==> src/rtl/regsub_pkg.sv <==
package regsub_pkg;

  localparam int unsigned STEPW      = 4;
  localparam int unsigned LAST_STEP  = 10;

  // step numbers whose position in the sequence is behaviour
  localparam logic [STEPW-1:0] ST_SEL_LAST = 4'd3;
  localparam logic [STEPW-1:0] ST_X_LOW    = 4'd2;
  localparam logic [STEPW-1:0] ST_SUB_ON   = 4'd4;
  localparam logic [STEPW-1:0] ST_Y_LOW    = 4'd5;
  localparam logic [STEPW-1:0] ST_OE_ON    = 4'd7;
  localparam logic [STEPW-1:0] ST_A_LOW    = 4'd8;
  localparam logic [STEPW-1:0] ST_OE_LAST  = 4'd9;

  typedef enum logic [1:0] {
    PH_IDLE = 2'd0,
    PH_RUN  = 2'd1,
    PH_FIN  = 2'd2
  } phase_t;

  typedef struct packed {
    logic alu_sub;
    logic x_stb_n;
    logic y_stb_n;
    logic y_oe_n;
    logic a_stb_n;
  } ctl_t;

  localparam ctl_t CTL_IDLE = '{alu_sub: 1'b0, x_stb_n: 1'b1, y_stb_n: 1'b1,
                                y_oe_n: 1'b1, a_stb_n: 1'b1};

  // control levels for one running step
  function automatic ctl_t decode_step(logic [STEPW-1:0] step);
    ctl_t c;
    c         = CTL_IDLE;
    c.alu_sub = (step >= ST_SUB_ON);
    c.x_stb_n = (step != ST_X_LOW);
    c.y_stb_n = (step != ST_Y_LOW);
    c.a_stb_n = (step != ST_A_LOW);
    c.y_oe_n  = !((step >= ST_OE_ON) && (step <= ST_OE_LAST));
    return c;
  endfunction

  function automatic logic select_window(logic [STEPW-1:0] step);
    return (step != '0) && (step <= ST_SEL_LAST);
  endfunction

endpackage

==> src/rtl/regsub_ctrl.sv <==
module regsub_ctrl
  import regsub_pkg::*;
#(
  parameter int NREGS = 4,
  localparam int IDXW = (NREGS > 1) ? $clog2(NREGS) : 1
) (
  input  logic             clk,
  input  logic             rst,
  input  logic             start,
  input  logic [IDXW-1:0]  reg_idx,
  output logic [NREGS-1:0] enx_n,
  output ctl_t             ctl,
  output logic             busy,
  output logic             done
);

  phase_t           phase_q;
  logic [STEPW-1:0] step_q;
  logic [IDXW-1:0]  sel_q;
  logic             running;
  logic             launch;
  logic             last_step;

  assign running   = (phase_q == PH_RUN);
  assign launch    = (phase_q == PH_IDLE) && start;
  assign last_step = running && (step_q == STEPW'(LAST_STEP));

  always_ff @(posedge clk) begin
    if (rst) begin
      phase_q <= PH_IDLE;
      step_q  <= '0;
      sel_q   <= '0;
    end else begin
      unique case (phase_q)
        PH_IDLE: if (launch) begin
          phase_q <= PH_RUN;
          step_q  <= STEPW'(1);
          sel_q   <= reg_idx;
        end
        PH_RUN: begin
          if (last_step) begin
            phase_q <= PH_FIN;
            step_q  <= '0;
          end else begin
            step_q  <= step_q + STEPW'(1);
          end
        end
        PH_FIN:  phase_q <= PH_IDLE;
        default: phase_q <= PH_IDLE;
      endcase
    end
  end

  for (genvar i = 0; i < NREGS; i++) begin : g_enx
    assign enx_n[i] = !(running && select_window(step_q) && (sel_q == IDXW'(i)));
  end

  assign ctl  = running ? decode_step(step_q) : CTL_IDLE;
  assign busy = (phase_q != PH_IDLE);
  assign done = (phase_q == PH_FIN);

endmodule

==> src/rtl/regsub_srcfile.sv <==
module regsub_srcfile #(
  parameter int WIDTH = 8,
  parameter int NREGS = 4,
  localparam int IDXW = (NREGS > 1) ? $clog2(NREGS) : 1
) (
  input  logic             clk,
  input  logic             wr_en,
  input  logic [IDXW-1:0]  wr_idx,
  input  logic [WIDTH-1:0] wr_data,
  input  logic [NREGS-1:0] enx_n,
  output logic [WIDTH-1:0] drive
);

  logic [WIDTH-1:0] regs_q [NREGS];
  logic [WIDTH-1:0] part   [NREGS];

  for (genvar i = 0; i < NREGS; i++) begin : g_reg
    always_ff @(posedge clk) begin
      if (wr_en && (wr_idx == IDXW'(i))) regs_q[i] <= wr_data;
    end
    // an enabled register places its value on the shared bus
    assign part[i] = enx_n[i] ? '0 : regs_q[i];
  end

  always_comb begin
    drive = '0;
    for (int i = 0; i < NREGS; i++) drive = drive | part[i];
  end

endmodule

==> src/rtl/regsub_datapath.sv <==
module regsub_datapath
  import regsub_pkg::*;
#(
  parameter int WIDTH = 8
) (
  input  logic             clk,
  input  logic             rst,
  input  ctl_t             ctl,
  input  logic [WIDTH-1:0] src_drive,
  input  logic             acc_wr,
  input  logic [WIDTH-1:0] acc_wr_data,
  output logic [WIDTH-1:0] acc_q,
  output logic             x_cap,
  output logic             y_cap,
  output logic             a_cap
);

  function automatic logic [WIDTH-1:0] alu_eval(logic [WIDTH-1:0] lhs,
                                                logic [WIDTH-1:0] rhs,
                                                logic sub);
    return sub ? (lhs - rhs) : (lhs + rhs);
  endfunction

  logic [WIDTH-1:0] x_q, y_q, bus, alu_out;
  logic             x_prev, y_prev, a_prev;

  assign bus     = src_drive | (ctl.y_oe_n ? '0 : y_q);
  assign alu_out = alu_eval(acc_q, x_q, ctl.alu_sub);

  // a latch fires when its strobe has just come back high
  assign x_cap = ctl.x_stb_n && !x_prev;
  assign y_cap = ctl.y_stb_n && !y_prev;
  assign a_cap = ctl.a_stb_n && !a_prev;

  always_ff @(posedge clk) begin
    if (rst) begin
      x_prev <= 1'b1;
      y_prev <= 1'b1;
      a_prev <= 1'b1;
      x_q    <= '0;
      y_q    <= '0;
      acc_q  <= '0;
    end else begin
      x_prev <= ctl.x_stb_n;
      y_prev <= ctl.y_stb_n;
      a_prev <= ctl.a_stb_n;
      if (x_cap) x_q <= bus;
      if (y_cap) y_q <= alu_out;
      if (a_cap)       acc_q <= bus;
      else if (acc_wr) acc_q <= acc_wr_data;
    end
  end

endmodule

==> src/rtl/regsub_sequencer.sv <==
module regsub_sequencer
  import regsub_pkg::*;
#(
  parameter int WIDTH = 8,
  parameter int NREGS = 4,
  localparam int IDXW = (NREGS > 1) ? $clog2(NREGS) : 1
) (
  input  logic             clk,
  input  logic             rst,
  input  logic             start,
  input  logic [IDXW-1:0]  reg_idx,
  input  logic             src_wr,
  input  logic [IDXW-1:0]  src_wr_idx,
  input  logic [WIDTH-1:0] src_wr_data,
  input  logic             acc_wr,
  input  logic [WIDTH-1:0] acc_wr_data,
  output logic [WIDTH-1:0] acc_q,
  output logic             busy,
  output logic             done,
  output logic [NREGS-1:0] enx_n,
  output logic             alu_sub,
  output logic             x_stb_n,
  output logic             y_stb_n,
  output logic             y_oe_n,
  output logic             a_stb_n
);

  ctl_t             ctl;
  logic [WIDTH-1:0] src_drive;
  logic             x_cap, y_cap, a_cap;
  logic             src_wr_ok, acc_wr_ok;

  assign src_wr_ok = src_wr && !busy;
  assign acc_wr_ok = acc_wr && !busy;

  regsub_ctrl #(.NREGS(NREGS)) u_ctrl (
    .clk(clk), .rst(rst), .start(start), .reg_idx(reg_idx),
    .enx_n(enx_n), .ctl(ctl), .busy(busy), .done(done)
  );

  regsub_srcfile #(.WIDTH(WIDTH), .NREGS(NREGS)) u_src (
    .clk(clk), .wr_en(src_wr_ok), .wr_idx(src_wr_idx), .wr_data(src_wr_data),
    .enx_n(enx_n), .drive(src_drive)
  );

  regsub_datapath #(.WIDTH(WIDTH)) u_dp (
    .clk(clk), .rst(rst), .ctl(ctl), .src_drive(src_drive),
    .acc_wr(acc_wr_ok), .acc_wr_data(acc_wr_data), .acc_q(acc_q),
    .x_cap(x_cap), .y_cap(y_cap), .a_cap(a_cap)
  );

  assign alu_sub = ctl.alu_sub;
  assign x_stb_n = ctl.x_stb_n;
  assign y_stb_n = ctl.y_stb_n;
  assign y_oe_n  = ctl.y_oe_n;
  assign a_stb_n = ctl.a_stb_n;

endmodule

==> config.mk <==
export PLATFORM = sky130hd
export DESIGN_NAME = regsub_sequencer
export DESIGN_NICKNAME = d
export VERILOG_FILES = /design/src/rtl/regsub_pkg.sv /design/src/rtl/regsub_ctrl.sv /design/src/rtl/regsub_srcfile.sv /design/src/rtl/regsub_datapath.sv /design/src/rtl/regsub_sequencer.sv
export SDC_FILE = /design/constraint.sdc
export NUM_CORES = 1
export LEC_CHECK = 0
export BUFFER_PORTS_ARGS = -buffer_cell sky130_fd_sc_hd__buf_2
export CAP_MARGIN = 40
export CORE_UTILIZATION = 43
export DETAILED_ROUTE_END_ITERATION = 7
export GPL_TIMING_DRIVEN = 1
export SETUP_SLACK_MARGIN = 0.05
export SLEW_MARGIN = 20
export SYNTH_ARGS = -nofsm -noshare
export SYNTH_HDL_FRONTEND = slang
export SYNTH_SLANG_ARGS = --single-unit
==> constraint.sdc <==
create_clock -name clk -period 2.7 [get_ports clk]
set_clock_uncertainty 0.1 [all_clocks]
set_input_delay 0.405 -clock clk [delete_from_list [all_inputs] [get_ports clk]]
set_output_delay 0.405 -clock clk [all_outputs]
set_load 0.02 [all_outputs]
==> results.env, run 1 <==
SYNTH.LARGEST_AREA_CELL='sky130_fd_sc_hd__edfxtp_1'
FIN_SETUP_TNS_NS=0
CLOCK_INSERTION_DELAY_WORST_SKEW_NS=0.34
MUXSHAREOFSYNTHAREA=0.0588
SYNTHTOPCELLSBYAREA='sky130_fd_sc_hd__edfxtp_1 30%, sky130_fd_sc_hd__dfxtp_1 22%, sky130_fd_sc_hd__a211oi_1 6.9%'
ROUTED_VIA_DENSITY=5.35
POWER.INTERNAL_uW=1730
AVGSYNTHCELLAREA_UM2=11.1
TIMING.FMAX_GHz=0.396
FINAL_HOLD_VIOL_COUNT=0
CTS_H_TREE_DEPTH=3
OUTCOME='finished, final reports clean'
FINAL_PERIOD_MINUS_WORST_SETUP_SLACK_NS=2.52
POWER.SHARE.SEQUENTIAL=0.483
MAXCAPVIOLATIONS=0
POSTROUTEWIRELENGTH_UM=7160
TIMING_WORST_SETUP_PATH_TYPE='reg -> out'
DRC=0
SYNTH_FA_HA_AREA_FRAC=0.0561
TIGHTEST_SLEW_NS=0.736
CLOCK_TREE.BUFFER_DEPTH=2
NETSWITCHINGFRACTION=0.253
ASYNC_FLOP_SHARE=0
DIE_W_UM=89.0
VIA_COUNT_OF_THE_FIRST_GLOBAL_ROUTING_PASS=2200
SYNTHTOLAYOUTAREAGROWTH_PCT=17.4
CRIT_REG_REG_STARTPOINT='u_ctrl.phase_q[1]'
VIAS=2386
SYNTH_FF_TYPE='sky130_fd_sc_hd__dfxtp_1'
PRECTSSETUPSLACK_NS=0.290
COMB_POWER_SHARE=0.107
SYNTH_TOP_AREA_FRAC=0.295
POST-PLACE-CELLS=430
CP_MAX_FO=5
SYN-NUM-NETS=331
POSTCTSSETUPREPAIRBUFS=0
MOSTFREQUENTLAYOUTCELL='sky130_fd_sc_hd__buf_2'
GRT_SETUP_UNREPAIRED='false'
NUM-NETS-FINAL=381
LEAKAGE_uW=0.00133
DRIVE_ABOVE_1_SHARE=0.262
WORSTPATHREQUIRED_NS=2.19
SYNTH_SEQUENTIAL_AREA_RATIO=0.510
TIMING.FINAL.CRIT_SHARE=0.934
DETAILEDROUTE.FIRSTPASSITERATIONCOUNT=5
GLOBAL_ROUTE.OVERFLOW_TOTAL=0
CLOCK-ROOT-BUFFER='sky130_fd_sc_hd__clkbuf_8'
MIN-DELAY-START='src_wr_data[7]'
SLEW_VIOLATIONS=0
SYNTH_COMPOUND_AREA_FRAC=0.156
GROUTE.USAGE.OVERALL=0.199
FINAL_CRITICAL_PATH_SETUP_SLACK_NS=0.178
CP.ARRIVAL_NS=2.02
YS_FF_LATCH=67
FLOORPLAN.DIE_AREA_UM2=7920
CRITPATHCAPTURETYPE='output port'
INITIAL_ANTENNA_VIOLATION_COUNT=0
START_UTIL=0.446
ROUTED_WIRE_LENGTH_PER_INSTANCE_UM=16.0
DIE_HEIGHT_UM=89.0
YOSYS_WARNINGS=0
SYNTHXORXNORAREAFRAC=0.0269
SETUP.WORST_PATH.START='u_ctrl.step_q[0]'
NUMBER_OF_DISTINCT_STANDARD_CELLS_REFERENCED_BY_THE_SYNTHESIZED_NETLIST=45
FINAL_CELL_COUNT_NO_FILL=446
POWER_DENSITY_OVER_THE_CELLS_nW_PER_UM2=605
TOP_LEVEL_I_O_COUNT=44
SYNTH-SIMPLE-AREA-SHARE=0.151
FINALWEIGHTEDCONGESTION=0.808
TRITONCTS.NUM_BUFFERS=9
SHARE_CLK_OF_TOTAL_POWER=0.410
POSTSYNTHCELLCOUNT=292
VDD_IR_DROP_MAX_uV=309
SETUP_VIOLATIONS=0
SETUP.WORST_PATH.START_CLASS='flop'
POST_SYNTH_INSTANCE_AREA_UM2=3260
SLEW_HEADROOM=0.509
POST-ROUTE-UTIL=0.524
NUMPORTBUFFERS=43
POWER.SWITCHING_uW=584
DETAILEDPLACEMENTHPWL_UM=5100
ANTENNA_CELLS_INSERTED=0
CTS.REPORTEDPATHS.CLKPINSLEW_NS=0.08
PLACEMENTROWS=31
TOP_LIBRARY_CELLS_BY_USAGE_IN_THE_LAYOUT_FILL_AND_TAPS_ASIDE='43 x sky130_fd_sc_hd__buf_2, 35 x sky130_fd_sc_hd__dfxtp_1, 32 x sky130_fd_sc_hd__edfxtp_1'
CLOCK-SINKS=67
COMBINATIONAL_FAMILY_WITH_THE_MOST_AREA_AFTER_SYNTHESIS='compound AO/OA/AOI/OAI gates'
ANTENNA_LEFT=0
GLOBAL_ROUTE_WIRE_LENGTH_BEFORE_REPAIR_UM=11300
FLOORPLAN.CORE_AREA_UM2=7290
TRITONCTS='built'
GRT_MAX_DEGREE=40
HOLD_WS_NS=0.167
DR.FIRST_ITER.DRC_COUNT=160
SYNTH-EDFF-COUNT=32
MIN-DELAY-PATH-CLASS='in -> reg'
## path summary, 6_finish.rpt
kind | end | slack [ns] | cells past startpoint
setup / recovery | enx_n[0] | 0.18 | 5
hold / removal | u_src.regs_q[2][7] | 0.17 | 1
setup reg to reg | u_dp.y_q[6] | 0.25 | 9
hold reg to reg | u_dp.y_q[2] | 0.36 | 2
## logic make-up (layout without fill, tap and decap cells)
family	count (synthesis)	in the layout
xor+xnor	10	10
mux	9	9
fa+ha+maj	14	14
compound gates	73	73
flops	67	67
buf+inv	26	81
simple gates	93	93
## critical path, stage by stage (launching register included)
cell and delay [ns]:
sky130_fd_sc_hd__dfxtp_1 0.40, sky130_fd_sc_hd__inv_1 0.13, sky130_fd_sc_hd__ha_1 0.26, sky130_fd_sc_hd__nor4_4 0.25, sky130_fd_sc_hd__or3b_2 0.47, sky130_fd_sc_hd__buf_2 0.17
## per-stage QoR
| step | cell area [µm²] | total power [µW] |
|---|---|---|
| 3_5_place_dp | 3590 | 1380 |
| 2_1_floorplan | 3260 | 1310 |
| 3_3_place_gp | 3590 | 1380 |
| 4_1_cts | 3820 | 2320 |
| 5_1_grt | 3820 | 2400 |
| 6_report | 3820 | 2310 |
## layout make-up
| type | instances | area (µm²) |
|---|---|---|
| Multi-Input combinational cell | 199 | 1470 |
| Sequential cell | 67 | 1660 |
| Clock buffer | 9 | 124 |
| Inverter | 11 | 41.3 |
| Timing Repair Buffer | 54 | 298 |
| Tap cell | 99 | 124 |
| Clock inverter | 7 | 100 |
| Fill cell | 675 | 3470 |
## synth_stat cells (9+ instances only)
cell / number
sky130_fd_sc_hd__ha_1: 13
sky130_fd_sc_hd__dfxtp_1: 35
sky130_fd_sc_hd__a22oi_1: 9
sky130_fd_sc_hd__nor3_1: 9
sky130_fd_sc_hd__a211oi_1: 30
sky130_fd_sc_hd__nand2_1: 13
sky130_fd_sc_hd__nor2_1: 31
sky130_fd_sc_hd__xnor2_1: 9
sky130_fd_sc_hd__edfxtp_1: 32
sky130_fd_sc_hd__nand3b_1: 9
sky130_fd_sc_hd__nor2b_1: 10
sky130_fd_sc_hd__a21oi_1: 13
sky130_fd_sc_hd__inv_1: 11
## routing by layer
metal  vias to the layer above  share of wire  routed length [µm]  global-route usage
li1                       1184              -                   -                   -
met1                      1122           0.48                3420               0.275
met2                        72           0.45                3220               0.302
met3                         8          0.058                 414              0.0434
met4                         0          0.014                 100              0.0866
met5                         -              0                   0                   0
## sequential cells by signal, indices dropped and copies added (netlist names)
name / flops
u_dp.x_prev: 1
u_src.regs_q: 32
u_dp.acc_q: 8
u_dp.y_q: 8
u_dp.y_prev: 1
u_ctrl.sel_q: 2
u_ctrl.phase_q: 2
u_dp.x_q: 8
u_dp.a_prev: 1
u_ctrl.step_q: 4
## power groups by stage
stage | logic (µW) | clock network, µW | registers [µW]
2_1_floorplan | 167 | 0 | 1140
3_3_place_gp | 242 | 0 | 1140
3_5_place_dp | 245 | 0 | 1140
4_1_cts | 248 | 960 | 1120
5_1_grt | 273 | 1010 | 1120
6_report | 248 | 948 | 1120
## what timing repair did
item	CTS	global route
endpoints found under the setup margin	1	2
resized for setup	1	0
hold buffers	0	0
pin swaps	0	1
hold endpoints to repair	0	0
(Power assumes the default switching activity.)
==> inputs of run 2 (changes only) <==
CORE_ASPECT_RATIO = 1.4   (was unset)
==> results.env, run 2 (synthesized netlist as in run 1, its figures left out) <==
SETUP_VIOLATIONS=0  # unchanged
CTS.REPORTEDPATHS.CLKPINSLEW_NS=0.08  # about the same
CP.ARRIVAL_NS=2.06  # was 2.02 ns
LEAKAGE_uW=0.00131  # was 0.00133 µW
WORST_HOLD_PATH.ENDPOINT='u_src.regs_q[1][5]'  # was u_src.regs_q[2][7]
CP_CELL_SEQUENCE='inv_1, ha_1, nor4_4, or3b_2, buf_2'  # unchanged
DETAILEDPLACEMENTHPWL_UM=5000  # was 5100 µm
WORST_HOLD_PATH.NUM_CELLS=1  # unchanged
FIN_SETUP_TNS_NS=0  # unchanged
SLOWEST_DELAY_NS=0.48  # was 0.47 ns
MOSTFREQUENTLAYOUTCELL='sky130_fd_sc_hd__buf_2'  # unchanged
SETUP.WORST_PATH.START_CLASS='flop'  # unchanged
WORST_R2R_ENDPOINT='u_dp.y_q[6]'  # unchanged
POST-ROUTE-UTIL=0.512  # was 0.524
R2R.WORST_PATH.CELLS=9  # unchanged
FLOORPLAN.CORE_AREA_UM2=7360  # was 7290 µm²
GRT_MAX_DEGREE=40  # unchanged
DETAILEDROUTE.FIRSTPASSITERATIONCOUNT=5  # unchanged
LARGEST_REGISTER_FFS=32  # unchanged
SLEW_VIOLATIONS=0  # unchanged
POWER_DENSITY_OVER_THE_CELLS_nW_PER_UM2=551  # was 605 nW/µm²
MAXCAPVIOLATIONS=0  # unchanged
CLOCK-SINKS=67  # unchanged
CTS_RESIZED=0  # was 1
FINAL_CELL_COUNT_NO_FILL=444  # was 446
MIN-DELAY-START='src_wr_data[5]'  # was src_wr_data[7]
ANTENNA_LEFT=0  # unchanged
TIMING_WORST_SETUP_PATH_TYPE='reg -> out'  # unchanged
CRIT_REG_REG_STARTPOINT='u_dp.x_q[0]'  # was u_ctrl.phase_q[1]
CP_TOP_DELAY_FAMILY='simple AND/OR/NAND/NOR gates'  # unchanged
FINAL_PERIOD_MINUS_WORST_SETUP_SLACK_NS=2.56  # was 2.52 ns
FINAL_HOLD_VIOL_COUNT=0  # unchanged
CLOCK-ROOT-BUFFER='sky130_fd_sc_hd__clkbuf_8'  # unchanged
DIE_W_UM=75.5  # was 89.0 µm
TOP_LEVEL_I_O_COUNT=44  # unchanged
FINAL_CRITICAL_PATH_SETUP_SLACK_NS=0.139  # was 0.178 ns
POSTCTSHOLDBUFS=0  # unchanged
ROUTED_VIA_DENSITY=5.30  # was 5.35
SYNTHTOLAYOUTAREAGROWTH_PCT=15.8  # was 17.4%
CLOCK_INSERTION_DELAY_WORST_SKEW_NS=0.34  # about the same
CP_MAX_FO=5  # unchanged
DRIVE_ABOVE_1_SHARE=0.262  # unchanged
CLOCK_TREE.BUFFER_DEPTH=2  # unchanged
BUFFERS_INVERTERS_ON_CRITICAL_PATH=2  # unchanged
TIMING.FINAL.CRIT_SHARE=0.949  # was 0.934
TOP_LIBRARY_CELLS_BY_USAGE_IN_THE_LAYOUT_FILL_AND_TAPS_ASIDE='43 x sky130_fd_sc_hd__buf_2, 35 x sky130_fd_sc_hd__dfxtp_1, 32 x sky130_fd_sc_hd__edfxtp_1'  # unchanged
GLOBAL_ROUTE.OVERFLOW_TOTAL=0  # unchanged
CP_SLOWEST_CELL='sky130_fd_sc_hd__or3b_2'  # unchanged
START_UTIL=0.442  # was 0.446
GRT_SETUP_UNREPAIRED='true'  # was false
TIMING.FMAX_GHz=0.390  # was 0.396 GHz
PLACEMENTROWS=37  # was 31
PRECTSSETUPSLACK_NS=0.276  # was 0.290 ns
TRITONCTS.NUM_BUFFERS=9  # unchanged
DRC=0  # unchanged
POSTROUTEWIRELENGTH_UM=6800  # was 7160 µm
GLOBAL_ROUTE_WIRE_LENGTH_BEFORE_REPAIR_UM=11300  # about the same
REG2REG_SETUP_SLACK_NS=0.29  # was 0.25 ns
TIGHTEST_SLEW_NS=0.719  # was 0.736 ns
INITIAL_ANTENNA_VIOLATION_COUNT=0  # unchanged
POST-PLACE-CELLS=428  # was 430
OUTCOME='finished, final reports clean'  # unchanged
NUMPORTBUFFERS=43  # unchanged
VIAS=2353  # was 2386
VDD_IR_DROP_MAX_uV=416  # was 309 µV
FINALWEIGHTEDCONGESTION=0.838  # was 0.808
HOLD_WS_NS=0.176  # was 0.167 ns
ANTENNA_CELLS_INSERTED=0  # unchanged
GROUTE.USAGE.OVERALL=0.194  # was 0.199
FLOORPLAN.DIE_AREA_UM2=7930  # was 7920 µm²
SLEW_HEADROOM=0.521  # was 0.509
CTS_H_TREE_DEPTH=3  # unchanged
DR.FIRST_ITER.DRC_COUNT=122  # was 160
DIE_HEIGHT_UM=105  # was 89.0 µm
POSTCTSSETUPREPAIRBUFS=0  # unchanged
TRITONCTS='built'  # unchanged
NUM-NETS-FINAL=381  # unchanged
VIA_COUNT_OF_THE_FIRST_GLOBAL_ROUTING_PASS=2320  # was 2200
FILLERINSTANCES=682  # was 675
ROUTED_WIRE_LENGTH_PER_INSTANCE_UM=15.3  # was 16.0 µm
LARGEST_REGISTER='u_src.regs_q'  # unchanged
CRITPATHCAPTURETYPE='output port'  # unchanged
MIN-DELAY-PATH-CLASS='in -> reg'  # unchanged
WORSTPATHREQUIRED_NS=2.19  # about the same
## run 2: changes by cell type in the layout (fill, tap and decap cells not counted), sizes merged
cell	previous run	this run
bufinv	2	0
inv	13	11
clkinv	2	6
## run 2: power breakdown
group	internal, µW	switching [µW]	leakage [µW]	total (µW)
logic	108	137	0.000647	245
clock network	329	388	0.0000887	717
registers	1090	22.4	0.000577	1110
## run 2: area by class of cell
type / instances / area, µm² / share of cell area
flip-flops and latches: 67 / 1660 / 0.441
clock inverters: 7 / 45.0 / 0.0120
inverters: 11 / 41.3 / 0.0110
clock buffers: 9 / 124 / 0.0329
repair buffers: 54 / 298 / 0.0790
well taps: 97 / 121 / 0.0322
multi-input cells: 199 / 1480 / 0.392
## run 2: routing by layer
metal  vias up  share of wire  track usage
met4         0          0.018       0.0807
met2        38           0.52        0.321
li1       1181              -            -
met1      1123           0.43        0.236
met3        11          0.027       0.0444
met5         -              0            0
## run 2: worst max path at each step
stage                      start          end  slack [ns]  cells after the start
6_report        u_ctrl.step_q[0]     enx_n[0]        0.14                      5
5_1_grt         u_ctrl.step_q[0]     enx_n[0]        0.05                      5
4_1_cts         u_ctrl.step_q[0]     enx_n[0]        0.08                      5
3_5_place_dp   u_ctrl.phase_q[1]  u_dp.y_q[6]        0.28                      9
3_3_place_gp   u_ctrl.phase_q[1]  u_dp.y_q[6]        0.27                      9
2_1_floorplan  u_ctrl.phase_q[1]  u_dp.y_q[6]        0.20                     10
## run 2: per-stage QoR
step	area, µm²	power (µW)
after CTS	3750	2090
after global routing	3770	2170
after detailed placement	3590	1380
after floorplan	3260	1310
after global placement	3580	1380
final	3770	2080
==> inputs of run 3 (changes only) <==
SYNTH_HIERARCHICAL = 1   (was unset)
==> results.env, run 3 <==
OUTCOME='complete, but fails checks'  # was finished, final reports clean
FAILED_CHECKS='design-rule violations'
YOSYS_WARNINGS=6  # was 0
FLOORPLAN.DIE_AREA_UM2=7870  # was 7930 µm²
FINAL_CELL_COUNT_NO_FILL=460  # was 444
SLEW_HEADROOM=0.689  # was 0.521
CP.ARRIVAL_NS=1.92  # was 2.06 ns
MOST_FREQUENT_CELL_AFTER_SYNTHESIS='sky130_fd_sc_hd__dfxtp_1'  # unchanged
SYNTH_SEQUENTIAL_AREA_RATIO=0.515  # was 0.510
CLOCK_INSERTION_DELAY_WORST_SKEW_NS=0.34  # about the same
FIN_SETUP_TNS_NS=0  # unchanged
SYNTHXORXNORAREAFRAC=0.0325  # was 0.0269
GLOBAL_ROUTE_WIRE_LENGTH_BEFORE_REPAIR_UM=11000  # was 11300 µm
POSTROUTEWIRELENGTH_UM=6710  # was 6800 µm
DIE_W_UM=75.2  # was 75.5 µm
YS_FF_LATCH=67  # unchanged
MAXCAPVIOLATIONS=0  # unchanged
NUMPORTBUFFERS=43  # unchanged
SYNTH-EDFF-COUNT=32  # unchanged
CLOCK-ROOT-BUFFER='sky130_fd_sc_hd__clkbuf_8'  # unchanged
COMB_POWER_SHARE=0.111  # was 0.118
FINAL_DESIGN_AREA_NO_FILL_UM2=3740  # was 3770 µm²
TRITONCTS='built'  # unchanged
SYNTH.LARGEST_AREA_CELL='sky130_fd_sc_hd__edfxtp_1'  # unchanged
POST-PLACE-CELLS=444  # was 428
POWER.SHARE.SEQUENTIAL=0.532  # was 0.537
CRITPATHCAPTURETYPE='output port'  # unchanged
DRC=2  # was 0
TRITONCTS.NUM_BUFFERS=9  # unchanged
POWER_DENSITY_OVER_THE_CELLS_nW_PER_UM2=558  # was 551 nW/µm²
CP_CELL_SEQUENCE='inv_1, ha_1, nor2_1, nand4_1, buf_2'  # was inv_1, ha_1, nor4_4, or3b_2, buf_2
FINAL_HOLD_VIOL_COUNT=0  # unchanged
TIMING.FINAL.CRIT_SHARE=0.899  # was 0.949
LARGEST_REGISTER_FFS=32  # unchanged
AVGSYNTHCELLAREA_UM2=10.4  # was 11.1 µm²
SETUP.WORST_PATH.START_CLASS='flop'  # unchanged
POSTCTSHOLDBUFS=0  # unchanged
TOP_LIBRARY_CELLS_BY_USAGE_IN_THE_LAYOUT_FILL_AND_TAPS_ASIDE='43 x sky130_fd_sc_hd__buf_2, 33 x sky130_fd_sc_hd__dfxtp_1, 32 x sky130_fd_sc_hd__edfxtp_1'  # was 43 x sky130_fd_sc_hd__buf_2, 35 x sky130_fd_sc_hd__dfxtp_1, 32 x sky130_fd_sc_hd__edfxtp_1
CTS_RESIZED=0  # unchanged
DETAILEDROUTE.FIRSTPASSITERATIONCOUNT=6  # was 5
ROUTED_VIA_DENSITY=5.16  # was 5.30
ASYNC_FLOP_SHARE=0  # unchanged
SLOWEST_DELAY_NS=0.40  # was 0.48 ns
DETAILED_PLACE.AREA_UM2=3550  # was 3590 µm²
AREA.SEQUENTIAL_UM2=1660  # about the same
FINALWEIGHTEDCONGESTION=0.877  # was 0.838
SHARE_CLK_OF_TOTAL_POWER=0.357  # was 0.345
LEAKAGE_uW=0.00138  # was 0.00131 µW
NETSWITCHINGFRACTION=0.266  # was 0.264
FINAL_PERIOD_MINUS_WORST_SETUP_SLACK_NS=2.43  # was 2.56 ns
INITIAL_ANTENNA_VIOLATION_COUNT=0  # unchanged
DETAILEDPLACEMENTHPWL_UM=4950  # was 5000 µm
VDD_IR_DROP_MAX_uV=441  # was 416 µV
SYNTH_COMMONEST_CELLS='35 x sky130_fd_sc_hd__dfxtp_1, 32 x sky130_fd_sc_hd__edfxtp_1, 27 x sky130_fd_sc_hd__a211oi_1, 25 x sky130_fd_sc_hd__nand2b_1, 23 x sky130_fd_sc_hd__nor2_1'  # was 35 x sky130_fd_sc_hd__dfxtp_1, 32 x sky130_fd_sc_hd__edfxtp_1, 31 x sky130_fd_sc_hd__nor2_1, 30 x sky130_fd_sc_hd__a211oi_1
TOP_LEVEL_I_O_COUNT=44  # unchanged
SYNTH_COMPOUND_AREA_FRAC=0.152  # was 0.156
CP_MAX_FO=9  # was 5
CTS.REPORTEDPATHS.CLKPINSLEW_NS=0.08  # about the same
DIE_HEIGHT_UM=105  # about the same
SYNTH_FF_TYPE='sky130_fd_sc_hd__dfxtp_1'  # unchanged
DR.FIRST_ITER.DRC_COUNT=93  # was 122
DRIVE_ABOVE_1_SHARE=0.207  # was 0.262
ANTENNA_LEFT=0  # unchanged
MOSTFREQUENTLAYOUTCELL='sky130_fd_sc_hd__buf_2'  # unchanged
SYNTHTOLAYOUTAREAGROWTH_PCT=15.7  # was 15.8%
POWER.SWITCHING_uW=554  # was 547 µW
MULTIINPUTGATEAREA_UM2=1430  # was 1480 µm²
GRT_MAX_DEGREE=27  # was 40
SYNTH_FA_HA_AREA_FRAC=0.0527  # was 0.0561
MUXSHAREOFSYNTHAREA=0.0124  # was 0.0588
POSTSYNTHCELLCOUNT=311  # was 292
NUM-NETS-FINAL=396  # was 381
POSTCTSSETUPREPAIRBUFS=0  # unchanged
CLOCK-SINKS=67  # unchanged
BUFFERS_INVERTERS_ON_CRITICAL_PATH=2  # unchanged
NUMBER_OF_DISTINCT_STANDARD_CELLS_REFERENCED_BY_THE_SYNTHESIZED_NETLIST=46  # was 45
TIMING_WORST_SETUP_PATH_TYPE='reg -> out'  # unchanged
SETUP_VIOLATIONS=0  # unchanged
CP_SLOWEST_CELL='sky130_fd_sc_hd__dfxtp_1'  # was sky130_fd_sc_hd__or3b_2
MIN-DELAY-PATH-CLASS='in -> reg'  # unchanged
LARGEST_REGISTER='u_src/regs_q'  # was u_src.regs_q
FILLERINSTANCES=693  # was 682
VIAS=2373  # was 2353
TIGHTEST_SLEW_NS=0.466  # was 0.719 ns
CP_TOP_DELAY_FAMILY='simple AND/OR/NAND/NOR gates'  # unchanged
GROUTE.USAGE.OVERALL=0.193  # was 0.194
SLEW_VIOLATIONS=0  # unchanged
PLACEMENTROWS=37  # unchanged
POWER.TOTAL_uW=2080  # about the same
SYNTHTOPCELLSBYAREA='sky130_fd_sc_hd__edfxtp_1 30%, sky130_fd_sc_hd__dfxtp_1 22%, sky130_fd_sc_hd__a211oi_1 6.3%'  # was sky130_fd_sc_hd__edfxtp_1 30%, sky130_fd_sc_hd__dfxtp_1 22%, sky130_fd_sc_hd__a211oi_1 6.9%
SYNTH-SIMPLE-AREA-SHARE=0.189  # was 0.151
CLOCK_TREE.BUFFER_DEPTH=2  # unchanged
CTS_H_TREE_DEPTH=3  # unchanged
POWER.INTERNAL_uW=1530  # about the same
START_UTIL=0.441  # was 0.442
FLOORPLAN.CORE_AREA_UM2=7310  # was 7360 µm²
ANTENNA_CELLS_INSERTED=0  # unchanged
SYNTH_TOP_AREA_FRAC=0.298  # was 0.295
GLOBAL_ROUTE.OVERFLOW_TOTAL=0  # unchanged
VIA_COUNT_OF_THE_FIRST_GLOBAL_ROUTING_PASS=2381  # was 2320
HOLD_WS_NS=0.168  # was 0.176 ns
SYN-NUM-NETS=349  # was 331
ROUTED_WIRE_LENGTH_PER_INSTANCE_UM=14.6  # was 15.3 µm
POST_SYNTH_INSTANCE_AREA_UM2=3230  # was 3260 µm²
WORSTPATHREQUIRED_NS=2.19  # about the same
TIMING.FMAX_GHz=0.412  # was 0.390 GHz
COMBINATIONAL_FAMILY_WITH_THE_MOST_AREA_AFTER_SYNTHESIS='simple AND/OR/NAND/NOR gates'  # was compound AO/OA/AOI/OAI gates
GRT_SETUP_UNREPAIRED='true'  # unchanged
==> run 3: cell types whose count changed in the layout (fill, tap and decap cells not counted), sizes merged, moves of 8 or more <==
cell     delta
nand2b     +21
inv        +13
a22oi       -9
nor2        -9
mux4        -8
o2111ai     +8
==> run 3: power groups by stage <==
stage,sequential [µW],clock [µW],combinational [µW]
4_1_cts,1110,769,233
3_3_place_gp,1130,0,230
3_5_place_dp,1130,0,231
6_report,1110,744,232
5_1_grt,1110,814,261
2_1_floorplan,1130,0,153
==> run 3: cell families after synthesis <==
family / after synthesis
AO/OA/AOI/OAI: 71
flip-flops: 67
multiplexers: 4
adder cells (fa/ha/maj): 13
XOR/XNOR: 12
buffers and inverters: 35
AND/OR/NAND/NOR: 109
==> run 3: per-stage QoR <==
| step | utilization | worst slack, ns |
|---|---|---|
| final | 0.511 | 0.272 |
| after global routing | 0.511 | 0.00671 |
| after CTS | 0.509 | 0.168 |
| after detailed placement | 0.485 | 0.282 |
| after global placement | 0.485 | 0.342 |
| after floorplan | - | 0.101 |
==> run 3: worst paths after layout <==
check | start | endpoint | slack (ns) | cells past startpoint
setup reg to reg | u_ctrl/step_q[3] | u_dp/y_q[5] | 0.29 | 11
hold reg to reg | u_dp/y_q[4] | u_dp/y_q[4] | 0.35 | 2
hold / removal | src_wr_data[6] | u_src/regs_q[1][6] | 0.17 | 1
setup / recovery | u_ctrl/step_q[0] | enx_n[3] | 0.27 | 5
==> run 3: layout make-up <==
| type | count | share of cell area |
|---|---|---|
| well taps | 97 | 0.0325 |
| multi-input cells | 209 | 0.382 |
| clock inverters | 7 | 0.0137 |
| clock buffers | 9 | 0.0332 |
| repair buffers | 50 | 0.0717 |
| flip-flops and latches | 67 | 0.445 |
| inverters | 21 | 0.0211 |
==> run 3: routing by layer <==
metal	routed length, µm	GRT usage	share of wire	up-vias
met5	0	0	0	-
li1	-	-	-	1219
met4	178	0.0926	0.027	0
met1	2870	0.225	0.43	1095
met3	184	0.0386	0.027	15
met2	3470	0.328	0.52	44
